==> config.mk <==
export PLATFORM = sky130hd
export DESIGN_NAME = skp_top
export DESIGN_NICKNAME = d
export VERILOG_FILES = /design/src/rtl/skp_pkg.sv /design/src/rtl/skp_blk_index.sv /design/src/rtl/skp_key_table.sv /design/src/rtl/skp_access_rule.sv /design/src/rtl/skp_top.sv
export SDC_FILE = /design/constraint.sdc
export NUM_CORES = 1
export LEC_CHECK = 0
export BUFFER_PORTS_ARGS = -buffer_cell sky130_fd_sc_hd__buf_2
export CAP_MARGIN = 20
export CORE_MARGIN = 2
export CORE_UTILIZATION = 50
export DETAILED_ROUTE_END_ITERATION = 8
export PLACE_DENSITY = 0.69
export SLEW_MARGIN = 20
export SYNTH_ARGS = -nofsm -noshare
export SYNTH_HDL_FRONTEND = slang
export SYNTH_SLANG_ARGS = --single-unit
==> constraint.sdc <==
create_clock -name clk -period 6.8 [get_ports clk]
set_clock_uncertainty 0.05 [all_clocks]
set_input_delay 1.02 -clock clk [delete_from_list [all_inputs] [get_ports clk]]
set_output_delay 1.02 -clock clk [all_outputs]
set_load 0.02 [all_outputs]
==> src/rtl/skp_pkg.sv <==
package skp_pkg;
    localparam int ADDR_W    = 24;
    localparam int BLK_SHIFT = 11;
    localparam int LOCK_W    = 4;
    localparam int SKEY_W    = LOCK_W + 1;

    // storage key: lock code in the upper bits, fetch-protect in bit 0
    typedef struct packed {
        logic [LOCK_W-1:0] lock;
        logic              fprot;
    } skey_t;

    // registered outputs of the top
    typedef struct packed {
        logic              chk_valid;
        logic              chk_grant;
        logic              chk_violation;
        logic              mem_we;
        logic              key_rvalid;
        logic [SKEY_W-1:0] key_rdata;
    } outreg_t;
endpackage

==> src/rtl/skp_blk_index.sv <==
module skp_blk_index
    import skp_pkg::*;
#(
    parameter int IDX_W = 6
) (
    input  logic [ADDR_W-1:0] addr,
    output logic [IDX_W-1:0]  idx
);
    logic [ADDR_W-1:0] unused_addr;

    assign unused_addr = addr;
    assign idx         = addr[BLK_SHIFT +: IDX_W];
endmodule

==> src/rtl/skp_key_table.sv <==
module skp_key_table
    import skp_pkg::*;
#(
    parameter int NUM_BLKS = 64,
    localparam int IDX_W   = $clog2(NUM_BLKS)
) (
    input  logic             clk,
    input  logic             rst_n,
    input  logic             wr_en,
    input  logic [IDX_W-1:0] wr_idx,
    input  skey_t            wr_key,
    input  logic [IDX_W-1:0] rd_idx_acc,
    output skey_t            rd_key_acc,
    input  logic [IDX_W-1:0] rd_idx_sw,
    output skey_t            rd_key_sw
);
    skey_t tab_q [NUM_BLKS];
    skey_t tab_d [NUM_BLKS];

    // both read ports see the value held before any write in this cycle
    assign rd_key_acc = tab_q[rd_idx_acc];
    assign rd_key_sw  = tab_q[rd_idx_sw];

    always_comb begin
        for (int i = 0; i < NUM_BLKS; i++) begin
            tab_d[i] = tab_q[i];
        end
        if (wr_en) begin
            tab_d[wr_idx] = wr_key;
        end
    end

    always_ff @(posedge clk or negedge rst_n) begin
        if (!rst_n) begin
            for (int i = 0; i < NUM_BLKS; i++) begin
                tab_q[i] <= '0;
            end
        end else begin
            for (int i = 0; i < NUM_BLKS; i++) begin
                tab_q[i] <= tab_d[i];
            end
        end
    end
endmodule

==> src/rtl/skp_access_rule.sv <==
module skp_access_rule
    import skp_pkg::*;
(
    input  skey_t             entry,
    input  logic [LOCK_W-1:0] acc_key,
    input  logic              is_store,
    output logic              grant
);
    logic master;
    logic match;
    logic needs_check;

    always_comb begin
        master      = (acc_key == '0);
        match       = (acc_key == entry.lock);
        needs_check = is_store | entry.fprot;
        grant       = !needs_check || master || match;
    end
endmodule

==> src/rtl/skp_top.sv <==
module skp_top
    import skp_pkg::*;
#(
    parameter int NUM_BLKS = 64,
    localparam int IDX_W   = $clog2(NUM_BLKS)
) (
    input  logic              clk,
    input  logic              rst_n,
    input  logic              key_wr_en,
    input  logic              key_rd_en,
    input  logic [ADDR_W-1:0] key_addr,
    input  logic [SKEY_W-1:0] key_wdata,
    output logic              key_rvalid,
    output logic [SKEY_W-1:0] key_rdata,
    input  logic              acc_valid,
    input  logic [ADDR_W-1:0] acc_addr,
    input  logic [LOCK_W-1:0] acc_key,
    input  logic              acc_store,
    output logic              chk_valid,
    output logic              chk_grant,
    output logic              chk_violation,
    output logic              mem_we
);
    logic [IDX_W-1:0] key_idx;
    logic [IDX_W-1:0] acc_idx;
    skey_t            acc_entry;
    skey_t            sw_entry;
    logic             rule_grant;
    outreg_t          st_d;
    outreg_t          st_q;

    skp_blk_index #(.IDX_W(IDX_W)) u_key_index (
        .addr (key_addr),
        .idx  (key_idx)
    );

    skp_blk_index #(.IDX_W(IDX_W)) u_acc_index (
        .addr (acc_addr),
        .idx  (acc_idx)
    );

    skp_key_table #(.NUM_BLKS(NUM_BLKS)) u_table (
        .clk        (clk),
        .rst_n      (rst_n),
        .wr_en      (key_wr_en),
        .wr_idx     (key_idx),
        .wr_key     (skey_t'(key_wdata)),
        .rd_idx_acc (acc_idx),
        .rd_key_acc (acc_entry),
        .rd_idx_sw  (key_idx),
        .rd_key_sw  (sw_entry)
    );

    skp_access_rule u_rule (
        .entry    (acc_entry),
        .acc_key  (acc_key),
        .is_store (acc_store),
        .grant    (rule_grant)
    );

    always_comb begin
        st_d               = '0;
        st_d.chk_valid     = acc_valid;
        st_d.chk_grant     = acc_valid & rule_grant;
        st_d.chk_violation = acc_valid & ~rule_grant;
        st_d.mem_we        = acc_valid & acc_store & rule_grant;
        st_d.key_rvalid    = key_rd_en;
        st_d.key_rdata     = key_rd_en ? sw_entry : '0;
    end

    always_ff @(posedge clk or negedge rst_n) begin
        if (!rst_n) begin
            st_q <= '0;
        end else begin
            st_q <= st_d;
        end
    end

    assign chk_valid     = st_q.chk_valid;
    assign chk_grant     = st_q.chk_grant;
    assign chk_violation = st_q.chk_violation;
    assign mem_we        = st_q.mem_we;
    assign key_rvalid    = st_q.key_rvalid;
    assign key_rdata     = st_q.key_rdata;
endmodule

* Yosys cells after proc, flatten, opt, wreduce, memory -nomap -nowiden *
Index checks and enable logic that the tools add are counted.

storage, ports and cells
  register bits after elaboration = 330
  bits of input ports = 63
  output and inout port bits = 10
  logic and storage cells = 161

operators by class
  magnitude comparators = 3
  eq/ne operators = 1
  muxes and demuxes = 10
  bitwise gates (word level) = 8
  reductions and logical operators = 5

operator list
  kind                number
  $bwmux 320          1
  $bmux 5 s6          2
  $demux 5 s6         1
  $mux 5              6
  $ge 7x7->1 const B  2
  $not 6->7           2
  $lt 7x1->1 const B  1
  $and 1x1->1         4
  $eq 4x4->1          1
  $logic_not 4->1     1
  $logic_or 1x1->1    2
  $logic_and 1x1->1   1
  $logic_not 1->1     1
  $not 1->1           1
  $or 1x1->1          1

* Longest topological paths before layout *
Gate-level depths: netlist of the first run.

  depth after elaboration = 10
  gate-level depth with buffers = 12
  depth with buffers taken out = 8

* Hierarchy *
Synthesis of the first run repeated with hierarchy kept, for this count alone.

unflattened totals
  cells, all modules = 1219
  area, all modules = 17882.2 um^2

by module, submodules not included
  module           times used  cells each  area an instance (um^2)  seq. area each (um^2)
  skp_key_table    1           1182        17430.5                  8007.7
  skp_top          1           18          300.3                    250.2
  skp_blk_index    2           6           45.0                     0.0
  skp_access_rule  1           7           61.3                     0.0

* Worst setup path before layout of the first run *
Ideal clock, no wire load.

  kind = input -> register
  start point = input acc_addr[11]
  end point = register st_q (netlist bit chk_violation)
  setup time = 0.120 ns
  arrival = 3.126 ns
  data required time = 6.630 ns
  path slack = 3.504 ns
  cell stages on the path = 10
  path buffers = 2
  cell sequence = buf_2 buf_2 mux4_2 mux2i_1 a2bb2oi_1 nand3_1 xnor2_1 nand3_1 a211o_1 and4_1

RTL lines
  element                 RTL line       text
  start: declaration      skp_top.sv:16  input logic [ADDR_W-1:0] acc_addr,
  end signal: assignment  skp_top.sv:75  st_q <= st_d;
  end: declaration        skp_top.sv:30  outreg_t st_q;

==> results of run 1 <==
-- per-stage QoR --
| step | utilization [%] | cell area [µm²] | instances | hold WS, ns | power, mW |
|---|---|---|---|---|---|
| after floorplan | - | 17100 | 1305 | 0.443 | 2.93 |
| after global placement | 52.4 | 17600 | 1697 | 0.459 | 3.16 |
| after detailed placement | 52.4 | 17600 | 1697 | 0.466 | 3.20 |
| after CTS | 56.1 | 18800 | 1764 | 0.478 | 5.21 |
| after global routing | 56.1 | 18900 | 1764 | 0.492 | 5.39 |
| final | 56.1 | 18900 | 1766 | 0.482 | 5.21 |
-- worst max-delay path by stage --
stage	startpoint	depth (start not counted)	to	slack, ns
after global routing	acc_addr[11]	10	chk_violation	2.63
after global placement	acc_addr[13]	10	chk_violation	2.28
final	acc_addr[13]	10	chk_violation	2.73
after floorplan	acc_addr[11]	10	chk_violation	3.50
after detailed placement	acc_addr[13]	10	chk_violation	2.27
after CTS	acc_addr[13]	10	chk_violation	2.78
-- cells in the mapped netlist, types with 5 or more instances --
cell                         n
sky130_fd_sc_hd__a22oi_1    99
sky130_fd_sc_hd__buf_2      18
sky130_fd_sc_hd__a31oi_1    43
sky130_fd_sc_hd__a221oi_1   40
sky130_fd_sc_hd__mux2_2    323
sky130_fd_sc_hd__and2_1      7
sky130_fd_sc_hd__dfrtp_1   330
sky130_fd_sc_hd__clkbuf_1   73
sky130_fd_sc_hd__nand3_1    18
sky130_fd_sc_hd__mux4_2     54
sky130_fd_sc_hd__a22o_1     43
sky130_fd_sc_hd__a21boi_0    5
sky130_fd_sc_hd__nor4_1     11
sky130_fd_sc_hd__nor2b_1     6
sky130_fd_sc_hd__nor2_1     40
sky130_fd_sc_hd__mux4_1      8
sky130_fd_sc_hd__buf_1      11
sky130_fd_sc_hd__mux2i_1    54
sky130_fd_sc_hd__nor3b_1     5
sky130_fd_sc_hd__nand2_1    55
-- layer usage --
metal	routed length, µm	part of all wire (%)	vias to the layer above
met5	12	0.023	-
met4	2420	4.6	2
met3	5290	10	179
met2	23900	45	743
met1	21100	40	6481
li1	-	-	5052
-- kinds of logic after synthesis --
family          share of synthesized area [%]
buf+inv                                  2.72
xor+xnor                                0.358
mux                                      33.0
flops                                    48.2
simple gates                             4.60
compound gates                           11.2
-- state kept, by name (all words and copies together), names as in the netlist --
name	cells
key_rdata	5
chk_violation	1
u_table.tab_q	320
mem_we	1
chk_valid	1
chk_grant	1
key_rvalid	1
-- cells in the final DEF (no fill, tap or decap), types with 5 or more instances in the layout --
cell | Yosys | layout
sky130_fd_sc_hd__nor2_1 | 40 | 38
sky130_fd_sc_hd__buf_2 | 18 | 29
sky130_fd_sc_hd__clkinv_2 | 0 | 7
sky130_fd_sc_hd__clkbuf_16 | 0 | 39
sky130_fd_sc_hd__mux2_2 | 323 | 323
sky130_fd_sc_hd__a22oi_1 | 99 | 99
sky130_fd_sc_hd__mux4_2 | 54 | 54
sky130_fd_sc_hd__nor2b_1 | 6 | 6
sky130_fd_sc_hd__a31oi_1 | 43 | 43
sky130_fd_sc_hd__dfrtp_1 | 330 | 330
sky130_fd_sc_hd__mux2i_1 | 54 | 54
sky130_fd_sc_hd__clkbuf_8 | 0 | 11
sky130_fd_sc_hd__and2_1 | 7 | 7
sky130_fd_sc_hd__nor4_1 | 11 | 11
sky130_fd_sc_hd__buf_4 | 3 | 19
sky130_fd_sc_hd__a22o_1 | 43 | 43
sky130_fd_sc_hd__nand2_1 | 55 | 55
sky130_fd_sc_hd__nand3_1 | 18 | 18
sky130_fd_sc_hd__a21boi_0 | 5 | 5
sky130_fd_sc_hd__clkbuf_1 | 73 | 7
sky130_fd_sc_hd__mux4_1 | 8 | 8
sky130_fd_sc_hd__a221oi_1 | 40 | 40
-- area by class of cell --
type | instances | area (µm²) | share of cell area, %
Timing Repair Buffer | 51 | 334 | 1.77
Sequential cell | 330 | 8260 | 43.8
Multi-Input combinational cell | 864 | 8450 | 44.8
Tap cell | 448 | 561 | 2.97
Clock inverter | 10 | 81.3 | 0.431
Clock buffer | 57 | 1150 | 6.12
Antenna cell | 2 | 5.00 | 0.0265
Inverter | 4 | 15.0 | 0.0796
-- where the power goes --
part / leakage [nW] / internal, mW / total, mW / switching, mW
logic: 3.31 / 0.388 / 0.750 / 0.363
registers: 4.38 / 2.22 / 2.43 / 0.211
clock network: 0.614 / 1.21 / 2.02 / 0.816
-- critical path, stage by stage --
cell                       delay (ns)
sky130_fd_sc_hd__buf_2           0.59
sky130_fd_sc_hd__buf_4           0.49
sky130_fd_sc_hd__mux4_1          0.65
sky130_fd_sc_hd__mux4_2          0.46
sky130_fd_sc_hd__nor2b_1         0.14
sky130_fd_sc_hd__a211oi_1        0.25
sky130_fd_sc_hd__a31oi_1         0.08
sky130_fd_sc_hd__xor2_1          0.16
sky130_fd_sc_hd__a211o_1         0.36
sky130_fd_sc_hd__and4_1          0.20
==> impl_results.rst, run 1 <==
.. list-table::
   :header-rows: 1

   * - Metric
     - Value
   * - Routed Wire Length
     - 52700 µm
   * - Number of CTS-inserted buffers
     - 38
   * - Remaining global-route overflow
     - 0
   * - Worst hold path type
     - flip-flop to flip-flop
   * - Leakage power summed over all cells
     - 8.30 nW
   * - WS Path Type
     - input port to flip-flop
   * - Clock Latency Late Sink
     - 0.53 ns
   * - Most used DFF post-synth
     - sky130_fd_sc_hd__dfrtp_1
   * - Synthesized cell area
     - 0.0171 mm²
   * - Port-buffer cells
     - 36
   * - GRT Overall Usage
     - 29.7%
   * - Total power per unit cell area
     - 276 mW/mm²
   * - R2R depth
     - 8
   * - Clock tree from TritonCTS
     - done
   * - Setup crit start kind
     - input port
   * - Most congested layer reported by global routing
     - met2
   * - Setup TNS
     - 0 ns
   * - Setup repair after global routing missed its margin
     - no
   * - Share of the clock period used by the worst path
     - 59.8%
   * - Met1 Usage GRT
     - 41.1%
   * - Number of instances in the synthesized netlist
     - 1305
   * - Met3 track utilization from global routing
     - 7.47%
   * - Max Transition Viols Final
     - 0
   * - Via count of the first global-routing pass
     - 12600
   * - Synthesis-stage register bit count
     - 330
   * - Die area
     - 0.0358 mm²
   * - Outcome
     - finished, final reports clean
   * - Worst-case clock buffer depth
     - 3
   * - Worst path setup slack after routing
     - 2.73 ns
   * - Post-synth top area cell
     - sky130_fd_sc_hd__dfrtp_1
   * - Global routing met2 resource utilization
     - 44.6%
   * - Drt initial violations
     - 1456
   * - Syn nets
     - 1368
   * - Number of buffers inserted to repair setup after CTS
     - 0
   * - Hold depth
     - 1
   * - Estimated wirelength of the detail-placed design
     - 31500 µm
   * - Yosys top cell area share
     - 48.2%
   * - Number of synthesized flops with an enable pin
     - 0
   * - Wire length of the first global-routing pass
     - 80000 µm
   * - Clock root buffer master
     - sky130_fd_sc_hd__clkbuf_16
   * - Resize count post-CTS
     - 0
   * - Mean area per synthesized cell
     - 13.1 µm²
   * - Min-Delay Endpoint
     - u_table.tab_q[193]
   * - Per-cell routed wire length
     - 29.9 µm
   * - Maximum clock rate
     - 246 MHz
   * - Kind of capture point of the worst setup path
     - flip-flop
   * - Post-route ant nets
     - 0
   * - Worst Max-Slew Pin Slew
     - 1.10 ns
   * - Number of optimization iterations in the first detailed-route pass
     - 5
   * - Share of cells above drive strength 1
     - 38.1%
   * - Critical path peak fanout
     - 25
   * - Via count
     - 12500
   * - Worst r2r dst
     - chk_violation
   * - DR vias/cell
     - 7.05
   * - Filler Cell Count
     - 2750
   * - Max Cap Violations
     - 0
   * - Pin count of the biggest net entering global routing
     - 149
   * - WP data arrival
     - 4.42 ns
   * - Share of async-settable or async-resettable flops after synthesis
     - 100%
   * - Clock Pin Slew Worst Setup and Hold Paths
     - 0.06 ns
   * - Post-layout minimum cycle time
     - 4.07 ns
   * - Worst Min Path Start
     - u_table.tab_q[193]
   * - Final Hold Fails
     - 0
   * - Distinct cells, synth
     - 51
   * - Initial Utilization
     - 51.0%
   * - Number of setup violations in the final report
     - 0
   * - DIE HEIGHT
     - 189 µm
   * - Max IR drop VDD
     - 0.000198 V
   * - Register area share after synthesis
     - 48.2%
   * - Net count of the finished layout
     - 1352
   * - Synthesis-to-layout area growth
     - 10.0%
   * - Post-place setup slack
     - 2.27 ns
   * - FP Rows
     - 67
   * - Hold buffer count at cts
     - 0
   * - Critical path data required time
     - 7.15 ns
   * - Routability cong.
     - 0.895
   * - H-Tree Depth
     - 2
   * - X dimension of the die
     - 189 µm
   * - Warnings, synthesis
     - 0
   * - FF-to-FF setup slack
     - 3.63 ns
   * - RR Startpoint
     - u_table.tab_q[252]
   * - Slew margin rel.
     - 26.8%
   * - CTS sink count
     - 330
   * - Boundary pin count
     - 73
   * - DRC violations left
     - 0
   * - Largest cells by area after synthesis
     - sky130_fd_sc_hd__dfrtp_1 48%, sky130_fd_sc_hd__mux2_2 21%, sky130_fd_sc_hd__mux4_2 7.1%
   * - Core area
     - 0.0336 mm²
   * - Initial antenna violation count
     - 3
Note: power is estimated with default switching activity, not from simulation.
==> run 2, diff against run 1 <==
Clock period 6.8 ns to 4.2 ns, I/O delays scaled along.
==> run 2 against run 1 <==
  * Critical path depth decreased by 1
  * Global-route usage increased by 0.22 points
  * Worst hold slack got worse by 0.37 ns
  * Clock-buffer cell count is 4 lower
  * Via count down 0.12%
  * Sequential share of layout area down 0.56 points
  * Wire length up 0.63%
  * Utilization increased by 0.73 points
  * Power grew 63%
  * Combinational power grew 65%
  * Worst setup slack got worse by 1.9 ns
  * Flip-flop and latch count stayed put
==> impl_results.rst, run 2 (same netlist as run 1, synthesis figures left out) <==
.. list-table::
   :header-rows: 1

   * - Metric
     - Value
   * - Outcome
     - finished, final reports clean
   * - Port-buffer cells
     - 36 (unchanged)
   * - H-Tree Depth
     - 2 (unchanged)
   * - Worst hold path type
     - input port to asynchronous set/reset pin
   * - Pin count of the biggest net entering global routing
     - 122 (-18%)
   * - CTS sink count
     - 330 (unchanged)
   * - Highest routing layer actually used
     - met5
   * - RR Startpoint
     - u_table.tab_q[257]
   * - WS Path Type
     - input port to flip-flop
   * - Via count of the first global-routing pass
     - 12600 (+0.26%)
   * - Clock Latency Late Sink
     - 0.53 ns (about the same)
   * - Net count of the finished layout
     - 1373 (+1.6%)
   * - Slew margin rel.
     - 30.2% (+3.5 points)
   * - Clock Pin Slew Worst Setup and Hold Paths
     - 0.06 ns (about the same)
   * - GRT Overall Usage
     - 30.0% (+0.22 points)
   * - FF-to-FF setup slack
     - 1.30 ns (-2.33 ns)
   * - Hold buffer count at cts
     - 0 (unchanged)
   * - Crit path to
     - chk_violation
   * - FP Rows
     - 67 (unchanged)
   * - Resize count post-CTS
     - 0 (unchanged)
   * - Number of setup violations in the final report
     - 0 (unchanged)
   * - Max IR drop VDD
     - 0.000304 V (+53%)
   * - Kind of capture point of the worst setup path
     - flip-flop
   * - Initial Utilization
     - 51.0% (unchanged)
   * - Maximum clock rate
     - 296 MHz
   * - DR vias/cell
     - 6.99 (-0.91%)
   * - Most flop-heavy register
     - u_table.tab_q
   * - Leakage power summed over all cells
     - 8.44 nW (+1.6%)
   * - Final standard cell utilization of the core
     - 56.8% (+0.73 points)
   * - Worst-case clock buffer depth
     - 3 (unchanged)
   * - Worst r2r dst
     - chk_violation
   * - Setup repair after global routing missed its margin
     - no
   * - Cell area after layout
     - 0.0191 mm² (+1.3%)
   * - Clock root buffer master
     - sky130_fd_sc_hd__clkbuf_16
   * - Number of buffers inserted to repair setup after CTS
     - 0 (unchanged)
   * - DRC violations left
     - 0 (unchanged)
   * - Setup crit start kind
     - input port
   * - Cell type of the slowest stage on the worst timing path
     - sky130_fd_sc_hd__mux4_1
   * - R2R depth
     - 8 (unchanged)
   * - X dimension of the die
     - 189 µm (unchanged)
   * - Routed Wire Length
     - 53100 µm (+0.63%)
   * - Critical path peak fanout
     - 22 (-12%)
   * - Total power per unit cell area
     - 445 mW/mm² (+61%)
   * - Sequence of cells on the critical path
     - buf_2, mux4_1, mux2i_1, mux2i_1, xor2_1, a2111oi_0, o21ai_1, a211o_1, and4_1
   * - Number of CTS-inserted buffers
     - 38 (unchanged)
   * - Core area
     - 0.0336 mm² (unchanged)
   * - Post-layout minimum cycle time
     - 3.37 ns
   * - Count of inserted antenna diode cells
     - 0 (-2)
   * - Per-cell routed wire length
     - 29.8 µm (-0.16%)
   * - Post-route ant nets
     - 0 (unchanged)
   * - Max Transition Viols Final
     - 0 (unchanged)
   * - DIE HEIGHT
     - 189 µm (unchanged)
   * - Power Total
     - 8.50 mW (+63%)
   * - CP most frequent cell
     - sky130_fd_sc_hd__mux2i_1
   * - Final Hold Fails
     - 0 (unchanged)
   * - Max reg flops
     - 320 (unchanged)
   * - Worst Max-Slew Pin Slew
     - 1.05 ns (-0.0518 ns)
   * - WP data arrival
     - 3.73 ns (-0.69 ns)
   * - Share of cells above drive strength 1
     - 39.1% (+1.0 points)
   * - Boundary pin count
     - 73 (unchanged)
   * - Met3 wirelength from detailed routing
     - 5250 µm (-0.64%)
   * - Number of optimization iterations in the first detailed-route pass
     - 6 (+1)
   * - Clock tree from TritonCTS
     - done
   * - Met2 layer wire length in the routed design
     - 24100 µm (+1.0%)
   * - Standard cell area after detailed placement
     - 0.0179 mm² (+1.4%)
   * - Via count
     - 12400 (-0.12%)
   * - Estimated wirelength of the detail-placed design
     - 33300 µm (+5.5%)
   * - Remaining global-route overflow
     - 0 (unchanged)
   * - Die area
     - 0.0358 mm² (unchanged)
   * - Share of the clock period used by the worst path
     - 80.4%
   * - Drt initial violations
     - 1402 (-3.7%)
   * - Setup TNS
     - 0 ns (unchanged)
   * - WL met1
     - 21200 µm (+0.19%)
   * - Commonest cells after routing, fill and taps aside
     - 330 x sky130_fd_sc_hd__dfrtp_1, 323 x sky130_fd_sc_hd__mux2_2, 99 x sky130_fd_sc_hd__a22oi_1
   * - Most frequent standard cell in the layout excluding fill and tap cells
     - sky130_fd_sc_hd__dfrtp_1
   * - Synthesis-to-layout area growth
     - 11.5%
   * - Initial antenna violation count
     - 2 (-1)
   * - Critical path data required time
     - 4.55 ns (-2.60 ns)
   * - Critical Path Start
     - acc_addr[13]
   * - Routability cong.
     - 0.922 (+3.0%)
   * - Max Cap Violations
     - 0 (unchanged)
   * - Wire length of the first global-routing pass
     - 80200 µm (+0.26%)
   * - Largest stage delay on the critical path
     - 0.63 ns (-0.02 ns)
run 2: cell types whose count changed in the layout (fill, tap and decap cells not counted), sizes merged:
cell	previous run	this run
buf	51	72
bufinv	1	2
clkbuf	57	53
clkinv	7	5
clkinvlp	1	0
diode	2	0
inv	5	6
run 2: cell type report:
cell class                      instances  area [µm²]
Sequential cell                       330        8260
Tap cell                              448         561
Fill cell                            2718       14500
Multi-Input combinational cell        864        8450
Clock inverter                          9         103
Timing Repair Buffer                   72         578
Inverter                                4        15.0
Clock buffer                           53        1140
run 2: how the worst min path moves through the flow:
stage	slack, ns	startpoint	cells past startpoint	end
final	0.11	rst_n	1	u_table.tab_q[177]
after global placement	0.45	u_table.tab_q[256]	1	u_table.tab_q[256]
after CTS	0.19	acc_valid	1	chk_valid
after floorplan	0.28	rst_n	0	chk_grant
after global routing	0.19	rst_n	1	u_table.tab_q[177]
after detailed placement	0.46	u_table.tab_q[229]	1	u_table.tab_q[229]
run 2: critical path: cells and delay by family:
family / cells / cell delay (ns)
AOI/OAI and AO/OA: 3 / 1.12
xor gates and xnor gates: 1 / 0.18
buffers and inverters: 1 / 0.59
muxes: 3 / 0.95
and+or+nand+nor: 1 / 0.22
run 2: metal layers:
| layer | vias up | global-route usage, % |
|---|---|---|
| met1 | 6431 | 41.0 |
| li1 | 5089 | - |
| met4 | 4 | 13.8 |
| met5 | - | 0 |
| met2 | 749 | 45.9 |
| met3 | 169 | 6.60 |
run 2: where the power goes:
part	internal [mW]	leakage (nW)	switching, mW
sequential	3.60	4.38	0.348
clock	2.00	0.620	1.31
combinational	0.646	3.43	0.595
run 2: stage by stage:
stage | setup WS [ns] | instances | hold slack (ns)
6_report | 0.825 | 1780 | 0.113
5_1_grt | 0.597 | 1780 | 0.188
4_1_cts | 0.848 | 1780 | 0.191
3_5_place_dp | 0.324 | 1718 | 0.464
3_3_place_gp | 0.347 | 1718 | 0.455
2_1_floorplan | 1.29 | 1305 | 0.284
